==> src/rtl/mmu_pkg.sv <==
package mmu_pkg;

  typedef enum logic [1:0] {
    TGT_RAM = 2'd0,
    TGT_ROM = 2'd1,
    TGT_IO  = 2'd2
  } tgt_e;

  // Reset value of a slot: the top slot maps ROM bank 0 and the other slots map RAM bank = slot index.
  function automatic int slot_reset_value(int idx, int nslots, int rom_bit);
    return (idx == nslots - 1) ? (1 << rom_bit) : idx;
  endfunction

endpackage

==> src/rtl/mmu_bank_regs.sv <==
module mmu_bank_regs #(
  parameter int NUM_SLOTS = 4,
  parameter int DATA_W    = 8,
  parameter int ROM_BIT   = 7,
  localparam int IDX_W    = $clog2(NUM_SLOTS)
) (
  input  logic                             clk,
  input  logic                             rst_n,
  input  logic                             wr_en,
  input  logic [IDX_W-1:0]                 wr_idx,
  input  logic [DATA_W-1:0]                wr_data,
  output logic [NUM_SLOTS-1:0][DATA_W-1:0] regs_q
);

  for (genvar g = 0; g < NUM_SLOTS; g++) begin : g_slot
    localparam logic [DATA_W-1:0] RST_VAL =
      DATA_W'(mmu_pkg::slot_reset_value(g, NUM_SLOTS, ROM_BIT));

    always_ff @(posedge clk or negedge rst_n) begin
      if (!rst_n) begin
        regs_q[g] <= RST_VAL;
      end else if (wr_en && (wr_idx == IDX_W'(g))) begin
        regs_q[g] <= wr_data;
      end
    end
  end

endmodule

==> src/rtl/mmu_xlate.sv <==
module mmu_xlate #(
  parameter int ADDR_W    = 16,
  parameter int SLOT_BITS = 2,
  parameter int BANK_BITS = 5,
  parameter int DATA_W    = 8,
  parameter int ROM_BIT   = 7,
  localparam int NUM_SLOTS = 1 << SLOT_BITS,
  localparam int OFF_W     = ADDR_W - SLOT_BITS,
  localparam int PHYS_W    = OFF_W + BANK_BITS
) (
  input  logic [ADDR_W-1:0]                cpu_addr,
  input  logic [NUM_SLOTS-1:0][DATA_W-1:0] regs,
  output logic [SLOT_BITS-1:0]             slot_idx,
  output logic                             slot_rom,
  output logic [PHYS_W-1:0]                phys_addr
);

  function automatic logic [PHYS_W-1:0] make_phys(
    input logic [DATA_W-1:0] bank_reg,
    input logic [ADDR_W-1:0] addr
  );
    return {bank_reg[BANK_BITS-1:0], addr[OFF_W-1:0]};
  endfunction

  logic [DATA_W-1:0] sel_reg;

  always_comb begin
    slot_idx  = cpu_addr[ADDR_W-1 -: SLOT_BITS];
    sel_reg   = regs[slot_idx];
    slot_rom  = sel_reg[ROM_BIT];
    phys_addr = make_phys(sel_reg, cpu_addr);
  end

endmodule

==> src/rtl/mmu_decode.sv <==
module mmu_decode #(
  parameter int ADDR_W    = 16,
  parameter int DATA_W    = 8,
  parameter int NUM_SLOTS = 4,
  parameter int IO_LOG2   = 4,
  parameter logic [ADDR_W-1:0] IO_BASE = 16'h0200,
  localparam int IDX_W    = $clog2(NUM_SLOTS)
) (
  input  logic [ADDR_W-1:0]                cpu_addr,
  input  logic                             cpu_we,
  input  logic                             slot_rom,
  input  logic [NUM_SLOTS-1:0][DATA_W-1:0] regs,
  output mmu_pkg::tgt_e                    tgt,
  output logic                             ram_cs,
  output logic                             rom_cs,
  output logic                             io_cs,
  output logic                             ext_io_cs,
  output logic                             mem_we,
  output logic                             reg_wr,
  output logic [IDX_W-1:0]                 reg_idx,
  output logic [DATA_W-1:0]                cfg_rdata
);

  function automatic logic in_window(input logic [ADDR_W-1:0] a);
    return a[ADDR_W-1:IO_LOG2] == IO_BASE[ADDR_W-1:IO_LOG2];
  endfunction

  logic               win_hit;
  logic               reg_hit;
  logic [IO_LOG2-1:0] win_off;

  always_comb begin
    win_hit = in_window(cpu_addr);
    win_off = cpu_addr[IO_LOG2-1:0];
    reg_hit = win_hit && (32'(win_off) < NUM_SLOTS);
    reg_idx = win_off[IDX_W-1:0];

    if (win_hit)       tgt = mmu_pkg::TGT_IO;
    else if (slot_rom) tgt = mmu_pkg::TGT_ROM;
    else               tgt = mmu_pkg::TGT_RAM;

    ram_cs    = (tgt == mmu_pkg::TGT_RAM);
    rom_cs    = (tgt == mmu_pkg::TGT_ROM);
    io_cs     = (tgt == mmu_pkg::TGT_IO);
    ext_io_cs = win_hit && !reg_hit;
    mem_we    = ram_cs && cpu_we;
    reg_wr    = reg_hit && cpu_we;
    cfg_rdata = reg_hit ? regs[reg_idx] : '0;
  end

endmodule

==> src/rtl/mmu_slot_mapper.sv <==
module mmu_slot_mapper #(
  parameter int ADDR_W    = 16,
  parameter int DATA_W    = 8,
  parameter int SLOT_BITS = 2,
  parameter int BANK_BITS = 5,
  parameter int ROM_BIT   = 7,
  parameter int IO_LOG2   = 4,
  parameter logic [ADDR_W-1:0] IO_BASE = 16'h0200,
  localparam int NUM_SLOTS = 1 << SLOT_BITS,
  localparam int IDX_W     = SLOT_BITS,
  localparam int PHYS_W    = ADDR_W - SLOT_BITS + BANK_BITS
) (
  input  logic              clk,
  input  logic              rst_n,
  input  logic [ADDR_W-1:0] cpu_addr,
  input  logic              cpu_we,
  input  logic [DATA_W-1:0] cpu_wdata,
  output logic [DATA_W-1:0] cfg_rdata,
  output logic [PHYS_W-1:0] mem_addr,
  output logic              ram_cs,
  output logic              rom_cs,
  output logic              io_cs,
  output logic              ext_io_cs,
  output logic              mem_we
);

  // Internal events, named for the bound checker
  logic [NUM_SLOTS-1:0][DATA_W-1:0] regs_q;
  logic                             reg_wr;
  logic [IDX_W-1:0]                 reg_idx;
  logic [SLOT_BITS-1:0]             slot_idx;
  logic                             slot_rom;
  mmu_pkg::tgt_e                    tgt;

  mmu_bank_regs #(
    .NUM_SLOTS (NUM_SLOTS),
    .DATA_W    (DATA_W),
    .ROM_BIT   (ROM_BIT)
  ) u_regs (
    .clk     (clk),
    .rst_n   (rst_n),
    .wr_en   (reg_wr),
    .wr_idx  (reg_idx),
    .wr_data (cpu_wdata),
    .regs_q  (regs_q)
  );

  mmu_xlate #(
    .ADDR_W    (ADDR_W),
    .SLOT_BITS (SLOT_BITS),
    .BANK_BITS (BANK_BITS),
    .DATA_W    (DATA_W),
    .ROM_BIT   (ROM_BIT)
  ) u_xlate (
    .cpu_addr  (cpu_addr),
    .regs      (regs_q),
    .slot_idx  (slot_idx),
    .slot_rom  (slot_rom),
    .phys_addr (mem_addr)
  );

  mmu_decode #(
    .ADDR_W    (ADDR_W),
    .DATA_W    (DATA_W),
    .NUM_SLOTS (NUM_SLOTS),
    .IO_LOG2   (IO_LOG2),
    .IO_BASE   (IO_BASE)
  ) u_decode (
    .cpu_addr  (cpu_addr),
    .cpu_we    (cpu_we),
    .slot_rom  (slot_rom),
    .regs      (regs_q),
    .tgt       (tgt),
    .ram_cs    (ram_cs),
    .rom_cs    (rom_cs),
    .io_cs     (io_cs),
    .ext_io_cs (ext_io_cs),
    .mem_we    (mem_we),
    .reg_wr    (reg_wr),
    .reg_idx   (reg_idx),
    .cfg_rdata (cfg_rdata)
  );

endmodule

==> config.mk <==
export PLATFORM = sky130hd
export DESIGN_NAME = mmu_slot_mapper
export DESIGN_NICKNAME = d
export VERILOG_FILES = /design/src/rtl/mmu_pkg.sv /design/src/rtl/mmu_bank_regs.sv /design/src/rtl/mmu_xlate.sv /design/src/rtl/mmu_decode.sv /design/src/rtl/mmu_slot_mapper.sv
export SDC_FILE = /design/constraint.sdc
export NUM_CORES = 1
export LEC_CHECK = 0
export CAP_MARGIN = 20
export CORE_MARGIN = 4
export CORE_UTILIZATION = 40
export CTS_BUF_LIST = sky130_fd_sc_hd__clkbuf_16
export DETAILED_ROUTE_END_ITERATION = 12
export DONT_BUFFER_PORTS = 1
export SKIP_CTS_REPAIR_TIMING = 1
export SLEW_MARGIN = 20
export SYNTH_ARGS = -nofsm -noshare
export SYNTH_HDL_FRONTEND = slang
export SYNTH_SLANG_ARGS = --single-unit
==> constraint.sdc <==
create_clock -name clk -period 1.74 [get_ports clk]
set_clock_uncertainty 0.1 [all_clocks]
set_input_delay 0.087 -clock clk [delete_from_list [all_inputs] [get_ports clk]]
set_output_delay 0.087 -clock clk [all_outputs]
set_load 0.05 [all_outputs]
# --- Word level (Yosys, flattened, before mapping) ---
# Cells that the tools add are included.
totals:
  ff_bits: 32
  output_inout_bits: 32
op_classes:
  n_lt_le_gt_ge: 3
  n_eq_ne: 6
  muxes: 7
  n_reduce_logical: 11
op_table:
  columns: ["operator", "count"]
  rows:
  - ["$bmux W8 S2", 2]
  - ["$mux W8", 3]
  - ["$eq A12 B6 Y1 const B", 1]
  - ["$logic_and A1 B1 Y1", 8]
  - ["$eq A2 B2 Y1 const B", 3]
  - ["$lt A2 B3 Y1 const B", 2]
  - ["$eq A2 B1 Y1 const B", 2]
  - ["$logic_not A2 Y1", 2]
  - ["$lt A4 B3 Y1 const B", 1]
  - ["$mux W2", 1]
  - ["$logic_not A1 Y1", 1]
  - ["$mux W1", 1]

# --- Depth between registers and ports, before layout ---
# Gate-level depths: netlist (run 1).
depth:
  word_depth: 6
  depth_mapped: 7
  ltp_nobuf: 4

# --- Modules after synthesis ---
# A second synthesis (run 1) with hierarchy kept.
hier_totals:
  cells_unflattened: 128
  area_unflattened_um2: 1870.5
modules_own_cells:
  columns: ["mod", "instances", "cells_per_inst", "area_each_um2", "seq_area_each_um2"]
  rows:
  - ["mmu_bank_regs", 1, 68, 1216.2, 804.5]
  - ["mmu_decode", 1, 37, 387.9, 0.0]
  - ["mmu_xlate", 1, 23, 266.5, 0.0]

# --- Worst setup path after synthesis (run 1) ---
# Ideal clock, no wire load.
synth_timing:
  path_type: "in2out"
  from: "input port cpu_addr[14]"
  to: "output port ext_io_cs"
  t_arrival_ns: 2.272
  required_time_ns: 1.553
  setup_slack_ns: -0.719
  cell_stages: 3
  path_cell_list: "buf_6 -> or4_4 -> nor4_1"
synth_via:
  elab_chain_len: 4
synth_rtl:
  columns: ["element", "line_no", "rtl"]
  rows:
  - ["from (decl)", "mmu_slot_mapper.sv:15", "input logic [ADDR_W-1:0] cpu_addr,"]
  - ["$eq A12 B6 Y1 (*)", "mmu_decode.sv:25", "return a[ADDR_W-1:IO_LOG2] == IO_BASE[ADDR_W-1:IO_LOG2];"]
  - ["$logic_and A1 B1 Y1", "mmu_decode.sv:35", "reg_hit = win_hit && (32'(win_off) < NUM_SLOTS);"]
  - ["$logic_not A1 Y1", "mmu_decode.sv:45", "ext_io_cs = win_hit && !reg_hit;"]
  - ["$logic_and A1 B1 Y1 (*)", "mmu_decode.sv:45", null]
  - ["to (decl)", "mmu_slot_mapper.sv:23", "output logic ext_io_cs,"]
# Mark *: on every way between the ends. The rest lies on a longest branch, timed or not.

# --- Final worst setup path (run 1) ---
layout_timing:
  from: "input port cpu_addr[15]"
  to: "register u_regs.regs_q[3] (netlist name)"
layout_via:
  elab_chain_len: 4
layout_rtl:
  columns: ["element", "line_no", "rtl"]
  rows:
  - ["$eq A12 B6 Y1", "mmu_decode.sv:25", null]
  - ["$logic_and A1 B1 Y1", "mmu_decode.sv:35", null]
  - ["$logic_and A1 B1 Y1", "mmu_decode.sv:47", "reg_wr = reg_hit && cpu_we;"]
  - ["$logic_and A1 B1 Y1", "mmu_bank_regs.sv:22", "end else if (wr_en && (wr_idx == IDX_W'(g))) begin"]
  - ["to (signal, indexed assignment)", "mmu_bank_regs.sv:23", "regs_q[g] <= wr_data;"]
  - ["to (decl)", "mmu_bank_regs.sv:12", "output logic [NUM_SLOTS-1:0][DATA_W-1:0] regs_q"]
# Every way passes these cells.
# A chain may end at the register's enable or synchronous reset.

==> impl_results.rst, run 1 <==
.. list-table::
   :header-rows: 1

   * - Metric
     - Value
   * - Commonest cells after routing, fill and taps aside
     - 29 x sky130_fd_sc_hd__dfrtp_1, 24 x sky130_fd_sc_hd__mux2_4, 14 x sky130_fd_sc_hd__buf_4, 9 x sky130_fd_sc_hd__mux4_2, 9 x sky130_fd_sc_hd__dlygate4sd3_1
   * - Die extent in y
     - about 76 microns
   * - Xor/xnor cell area share of the yosys netlist
     - 0
   * - Fraction of power consumed by combinational cells
     - 0.052
   * - Most flop-heavy register
     - u_regs.regs_q
   * - Remaining antenna violation count after routing
     - 0
   * - Maximum clock insertion buffer count
     - 2
   * - Category of cells accounting for the largest share of critical-path delay
     - simple AND/OR/NAND/NOR gates
   * - Area growth from synthesis to final layout
     - 24.80%
   * - Final critical-path required period
     - about 2.0 ns
   * - Synthesized netlist cell count
     - 122
   * - Std-Cell Core Area
     - 4444 sq um
   * - Number of cells on the worst reg-to-reg path
     - 1
   * - Via-per-instance ratio
     - 5.906
   * - Final hold viol count
     - 0
   * - Worst Tran Pin Value
     - 0.5274 ns
   * - Launch point of the worst path
     - cpu_addr[15]
   * - Total net switching power
     - 0.3113 mW
   * - Rel. slew slack
     - 0.6499
   * - Peak clock frequency supported by timing
     - about 500 MHz
   * - Data required time of the critical path
     - 1.79 ns
   * - Floorplan die area
     - 5824 sq um
   * - Crit-path max FO
     - 7
   * - Die width
     - 76.32 microns
   * - Setup slack of the critical path after layout
     - -0.2427 ns
   * - Unrepaired setup endpoints after global routing
     - yes
   * - Depth of the worst hold-timing path
     - 0
   * - Worst-Skew Late Latency
     - 0.27 ns
   * - Max VDD drop
     - 0.3882 mV
   * - Num ports
     - 59
   * - Drt total wl
     - 4267 microns
   * - Final layout net count
     - between 150 and 200
   * - Total of warnings raised by yosys
     - 0
   * - Placed insts
     - 172
   * - Yosys reg bits
     - 32
   * - Switching fraction of total power
     - 0.1927
   * - Average detailed-routed wire length per instance
     - 22.34 microns
   * - Slew Limit Fails
     - 0
   * - Library cell contributing the largest single delay on the critical path
     - sky130_fd_sc_hd__or4_4
   * - Number of distinct library cell variants in the gate-level netlist after synthesis
     - 24
   * - Final setup fails
     - 32
   * - Multiplexer fraction of the synthesized cell area
     - 0.3901
   * - Largest stage delay on the critical path
     - between 0.6 and 0.7 ns
   * - Arr. time, crit path
     - 2.03 ns
   * - Internal power
     - 1.304 mW
   * - Largest net degree at the start of global routing
     - 33
   * - Flip-flop count of the largest register after layout
     - 32
   * - Number of non-filler instances in the completed layout
     - about 190
   * - Synthesized net count
     - 149
   * - Power per unit of standard cell area
     - 693.2 nW/um^2
   * - Fraction of the yosys area taken by sequential cells
     - 0.4310
   * - H-tree depth
     - 2
   * - Synth Area in Simple Gates
     - 0.09853
   * - Failing checks
     - negative setup slack
   * - Count of fill cells added during filler insertion
     - 367
   * - Vias in the first global route
     - 1207
   * - Root buf cell
     - sky130_fd_sc_hd__clkbuf_16
   * - Adder and majority cell fraction of the synthesized area
     - 0
   * - Worst setup endpoint
     - u_regs.regs_q[3]$_DFFE_PN0P_
   * - Number of buffers added by the clock tree synthesis step
     - 5
   * - CP startpoint kind
     - input pin
   * - Crit. End Element
     - flip-flop
   * - Most common cell after layout, fill and taps aside
     - sky130_fd_sc_hd__dfrtp_1
   * - Number of port buffers
     - 0
   * - Crit path buf inv count
     - 1
   * - Detailed router's first-iteration violation count
     - 90
   * - Utilization after layout
     - 0.5242
   * - Most numerous cell on the critical path
     - sky130_fd_sc_hd__or4_4
   * - CTS tree
     - done
   * - Diodes inserted
     - 0
   * - Clock Pin Slew Worst Setup and Hold Paths
     - roughly 0.050 ns
   * - Reported max-cap violation count
     - 0
   * - Number of sinks driven by the clock tree
     - 32
   * - Final critical-path share of the clock period
     - 1.139
   * - Combinational family with the most area after synthesis
     - multiplexers
   * - Number of detailed-routing iterations run before antenna repair
     - 4
   * - Cell area after technology mapping
     - 1867 sq um
   * - HPWL after detailed placement
     - slightly above 3000 microns
   * - Outcome
     - finished with violations
   * - Row count
     - 24
   * - Total power draw
     - roughly 1.6 mW
   * - Leak pwr
     - 1.083 nW
   * - Fraction of layout instances using a drive strength above 1
     - 0.6547
   * - Compound-gate portion of the synthesized area
     - 0
   * - Flop pwr share
     - 0.462
   * - Cells along the critical path
     - or4_4, or4_4, or3_4, buf_4, mux2_4
   * - Initial core utilization
     - 0.4200
   * - Routability congestion estimate from global placement
     - between 0.7 and 0.8
   * - Synthesized area per cell
     - about 15 sq um
   * - Global routing usage summed across all routing layers
     - 0.1475
   * - R2r startpoint
     - u_regs.regs_q[3]$_DFFE_PN0P_
   * - GRT overflow
     - 0
   * - Path length in cells of the critical path
     - 5
   * - Number of vias after detailed routing
     - between 1000 and 1500
   * - Type of the worst setup path
     - input pin to flip-flop
   * - First-pass GRT wire length
     - approximately 6600 microns
   * - Worst reg2reg setup slack
     - between 0.8 and 0.9 ns
   * - Reg2Reg Capture Point
     - u_regs.regs_q[3]$_DFFE_PN0P_
   * - Top flop regs
     - u_regs.regs_q: 32 flops
   * - Antenna violations before repair
     - 0
   * - Clock Power Share
     - 0.486
   * - Worst min-delay path class
     - input pin to output port
   * - Number of DRC violations after detailed routing
     - 0
==> power by group through the flow <==
stage	sequential [mW]	combinational (mW)	clock (mW)
finish	0.747	0.0834	0.785
global route	0.746	0.0896	0.854
CTS	0.747	0.0375	0.815
floorplan	0.758	0.130	0
detailed placement	0.758	0.0373	0
global placement	0.758	0.0369	0
==> metrics by stage <==
step / worst slack (ns) / hold WS [ns] / setup TNS, ns / instance area, sq um
2_1_floorplan: -0.5414 / -0.3086 / -17.08 / 1958
3_3_place_gp: -0.5174 / -0.3074 / -13.00 / 2003
3_5_place_dp: -0.5388 / -0.3076 / -13.46 / 2003
4_1_cts: -0.3006 / -0.6006 / -4.911 / 2141
5_1_grt: -0.2576 / 0.07404 / -5.910 / 2330
6_report: -0.2427 / 0.07402 / -5.071 / 2330
==> logic make-up after synthesis <==
family        count (synthesis)
simple gates                 24
buf+inv                      20
flops                        32
mux                          46
==> per-layer routing <==
layer,track usage,part of all wire
met1,0.1698,0.39
met3,0.06147,0.088
met4,0.04891,0.015
met5,0,0
met2,0.2478,0.51
==> cell type report <==
| class | count | area, sq um | area share |
|---|---|---|---|
| clock buffer | 5 | 125.1 | 0.05371 |
| clock inverter | 3 | 12.51 | 0.005371 |
| timing repair buffer | 29 | 271.5 | 0.1165 |
| multi-input combinational | 70 | 1051 | 0.4511 |
| sequential | 32 | 804.5 | 0.3453 |
| tap | 52 | 65.06 | 0.02793 |
==> synthesized netlist by cell type (all sizes together) <==
cell    count  area [sq um]
or4         3         30.03
or4b        1         10.01
mux4       14         337.8
or3b        1         8.760
nor2b       1         6.260
mux2       32         390.4
or3         1         6.260
nor3        1         5.000
nor3b       2         37.54
and2        1         6.260
nor2        3         13.77
buf        18         142.6
dfrtp      29         725.7
nand2       1         3.750
and3        8         50.05
dfstp       3         78.83
nor4        1         6.260
clkbuf      2         7.510
==> how the worst min path moves through the flow <==
stage | from | endpoint | slack [ns]
detailed placement | rst_n | u_regs.regs_q[10]$_DFFE_PN0P_ | -0.31
global route | cpu_addr[7] | mem_addr[7] | 0.07
finish | cpu_addr[13] | mem_addr[13] | 0.07
CTS | rst_n | u_regs.regs_q[28]$_DFFE_PN0P_ | -0.60
floorplan | rst_n | u_regs.regs_q[0]$_DFFE_PN0P_ | -0.31
global placement | rst_n | u_regs.regs_q[10]$_DFFE_PN0P_ | -0.31
Note: power is estimated with default switching activity, not from simulation.
==> run 2, diff against run 1 <==
Clock period 1.74 ns to 2.46 ns, I/O delays scaled along.
==> run 2 against run 1 <==
- sequential power shrank 29%
- the run now ends clean
- critical path depth is the same
- wire length shrank 0.68%
- final cell count shrank 2.1%
- combinational power shrank 32%
- setup slack gained 0.58 ns
- highest routed layer unchanged
- power shrank 28%
- critical path type is now input pin to output port
- clock power shrank 27%
- sequential share of layout area grew 2.6 points
- die area is the same
==> impl_results.rst, run 2 (synthesis gave the netlist of run 1 again) <==
.. list-table::
   :header-rows: 1

   * - Metric
     - Value
   * - Die width
     - 76.32 microns (unchanged)
   * - CP startpoint kind
     - input pin
   * - Worst reg2reg setup slack
     - 1.57 ns (+0.74 ns)
   * - Number of port buffers
     - 0 (unchanged)
   * - Number of sinks driven by the clock tree
     - 32 (unchanged)
   * - Outcome
     - finished clean
   * - Root buf cell
     - sky130_fd_sc_hd__clkbuf_16
   * - Unrepaired setup endpoints after global routing
     - no
   * - Worst slack, placed
     - 0.07340 ns (+0.6122 ns)
   * - Average detailed-routed wire length per instance
     - 22.66 microns (+1.4%)
   * - Worst Tran Pin Value
     - 0.7004 ns (+0.1730 ns)
   * - GRT overflow
     - 0 (unchanged)
   * - Commonest cells after routing, fill and taps aside
     - 29 x sky130_fd_sc_hd__dfrtp_1, 24 x sky130_fd_sc_hd__mux2_2, 14 x sky130_fd_sc_hd__buf_4, 9 x sky130_fd_sc_hd__dlygate4sd3_1
   * - Reg2Reg Capture Point
     - u_regs.regs_q[3]$_DFFE_PN0P_
   * - Register area
     - 804.5 sq um (unchanged)
   * - Final hold viol count
     - 0 (unchanged)
   * - Slew Limit Fails
     - 0 (unchanged)
   * - Reported max-cap violation count
     - 0 (unchanged)
   * - HPWL after detailed placement
     - 2977 microns (-2.2%)
   * - Peak clock frequency supported by timing
     - 472.2 MHz
   * - Crit path buf inv count
     - 2 (+1)
   * - Cells along the critical path
     - or4b_1, nor3_2, buf_4, and3_1, buf_4
   * - Arr. time, crit path
     - 1.89 ns (-0.14 ns)
   * - Final critical-path share of the clock period
     - 0.8609
   * - Most numerous cell on the critical path
     - sky130_fd_sc_hd__buf_4
   * - H-tree depth
     - 2 (unchanged)
   * - Number of cells on the worst reg-to-reg path
     - 1 (unchanged)
   * - Maximum clock insertion buffer count
     - 2 (unchanged)
   * - Detailed router's first-iteration violation count
     - 77 (-14%)
   * - R2r startpoint
     - u_regs.regs_q[3]$_DFFE_PN0P_
   * - Global routing usage summed across all routing layers
     - 0.1484 (+0.0008702)
   * - Floorplan die area
     - 5824 sq um (unchanged)
   * - Crit-path max FO
     - 7 (unchanged)
   * - Num ports
     - 59 (unchanged)
   * - Library cell contributing the largest single delay on the critical path
     - sky130_fd_sc_hd__or4b_1
   * - Final critical-path required period
     - 2.118 ns
   * - Final layout net count
     - 161 (-2.4%)
   * - Max VDD drop
     - 0.2380 mV (-39%)
   * - Fraction of layout instances using a drive strength above 1
     - 0.5333 (-0.1213)
   * - Std-Cell Core Area
     - 4444 sq um (unchanged)
   * - Top flop regs
     - u_regs.regs_q: 32 flops
   * - Power per unit of standard cell area
     - 535.0 nW/um^2 (-23%)
   * - Launch point of the worst path
     - cpu_addr[6]
   * - Initial core utilization
     - 0.4200 (unchanged)
   * - Footprint of the multi-input gates
     - 923.4 sq um (-12%)
   * - Worst setup endpoint
     - cfg_rdata[1]
   * - First-pass GRT wire length
     - 6472 microns (-2.1%)
   * - Remaining antenna violation count after routing
     - 0 (unchanged)
   * - Largest net degree at the start of global routing
     - 33 (unchanged)
   * - Crit. End Element
     - output port
   * - Most flop-heavy register
     - u_regs.regs_q
   * - Die extent in y
     - 76.32 microns (unchanged)
   * - Final-layout setup total negative slack
     - 0 ns (+5.071 ns)
   * - Diodes inserted
     - 0 (unchanged)
   * - Antenna violations before repair
     - 0 (unchanged)
   * - Number of detailed-routing iterations run before antenna repair
     - 6 (+2)
   * - Largest stage delay on the critical path
     - 0.59 ns (-0.02 ns)
   * - Worst min-delay path class
     - input pin to output port
   * - Number of DRC violations after detailed routing
     - 0 (unchanged)
   * - Area growth from synthesis to final layout
     - 15.95%
   * - Most common cell after layout, fill and taps aside
     - sky130_fd_sc_hd__dfrtp_1
   * - Drt total wl
     - 4238 microns (-0.68%)
   * - Path length in cells of the critical path
     - 5 (unchanged)
   * - Number of buffers added by the clock tree synthesis step
     - 5 (unchanged)
   * - Final setup fails
     - 0 (-100%)
   * - Worst-Skew Late Latency
     - 0.28 ns (about the same)
   * - Vias in the first global route
     - 1162 (-3.7%)
   * - Data required time of the critical path
     - 2.24 ns (+0.45 ns)
   * - Via-per-instance ratio
     - 6.021 (+2.0%)
   * - CTS tree
     - done
   * - Rel. slew slack
     - 0.5313 (-0.1186)
   * - Category of cells accounting for the largest share of critical-path delay
     - simple AND/OR/NAND/NOR gates
   * - Row count
     - 24 (unchanged)
   * - Leak pwr
     - 1.060 nW (-2.1%)
   * - Count of fill cells added during filler insertion
     - 380 (+3.5%)
   * - Number of vias after detailed routing
     - 1126 (-0.18%)
   * - Setup slack of the critical path after layout
     - 0.3422 ns (+0.5849 ns)
   * - Type of the worst setup path
     - input pin to output port
   * - Flip-flop count of the largest register after layout
     - 32 (unchanged)
   * - Routability congestion estimate from global placement
     - 0.7203 (-3.6%)
[run 2: power breakdown]
part	internal [mW]	switching [mW]	total [mW]	leakage, nW
sequential	0.528	0.000132	0.528	0.436
clock	0.363	0.211	0.574	0.0701
combinational	0.0298	0.0267	0.0565	0.554
total	0.920	0.238	1.16	1.06
[run 2: cell type report]
cell class / instances / share of cell area
timing repair buffer: 25 / 0.1087
multi-input combinational: 70 / 0.4266
sequential: 32 / 0.3717
tap: 52 / 0.03006
clock buffer: 5 / 0.05780
clock inverter: 3 / 0.005202
[run 2: worst min-delay path by stage]
stage	start	end	slack, ns	depth (start not counted)
floorplan	rst_n	u_regs.regs_q[0]$_DFFE_PN0P_	-0.27	0
global placement	rst_n	u_regs.regs_q[11]$_DFFE_PN0P_	-0.27	0
detailed placement	rst_n	u_regs.regs_q[11]$_DFFE_PN0P_	-0.27	0
CTS	rst_n	u_regs.regs_q[18]$_DFFE_PN0P_	-0.57	0
global route	cpu_addr[6]	mem_addr[6]	0.15	0
finish	cpu_addr[5]	mem_addr[5]	0.15	0
[run 2: stage by stage]
| step | power [mW] | util | hold WS, ns | instances | cell area [sq um] |
|---|---|---|---|---|---|
| after floorplan | 0.6272 | - | -0.2726 | 122 | 1873 |
| after global routing | 1.190 | 0.4871 | 0.1460 | 187 | 2165 |
| after global placement | 0.5622 | 0.4316 | -0.2713 | 169 | 1918 |
| after CTS | 1.138 | 0.4623 | -0.5685 | 177 | 2054 |
| after detailed placement | 0.5624 | 0.4316 | -0.2716 | 169 | 1918 |
| final | 1.158 | 0.4871 | 0.1460 | 187 | 2165 |
[run 2: per-layer routing]
layer  wire length [microns]  track usage  share of wire
met1                    1693       0.1687           0.40
met4                     113      0.08514          0.027
met3                     255      0.04255          0.060
met5                       0            0              0
met2                    2176       0.2487           0.51
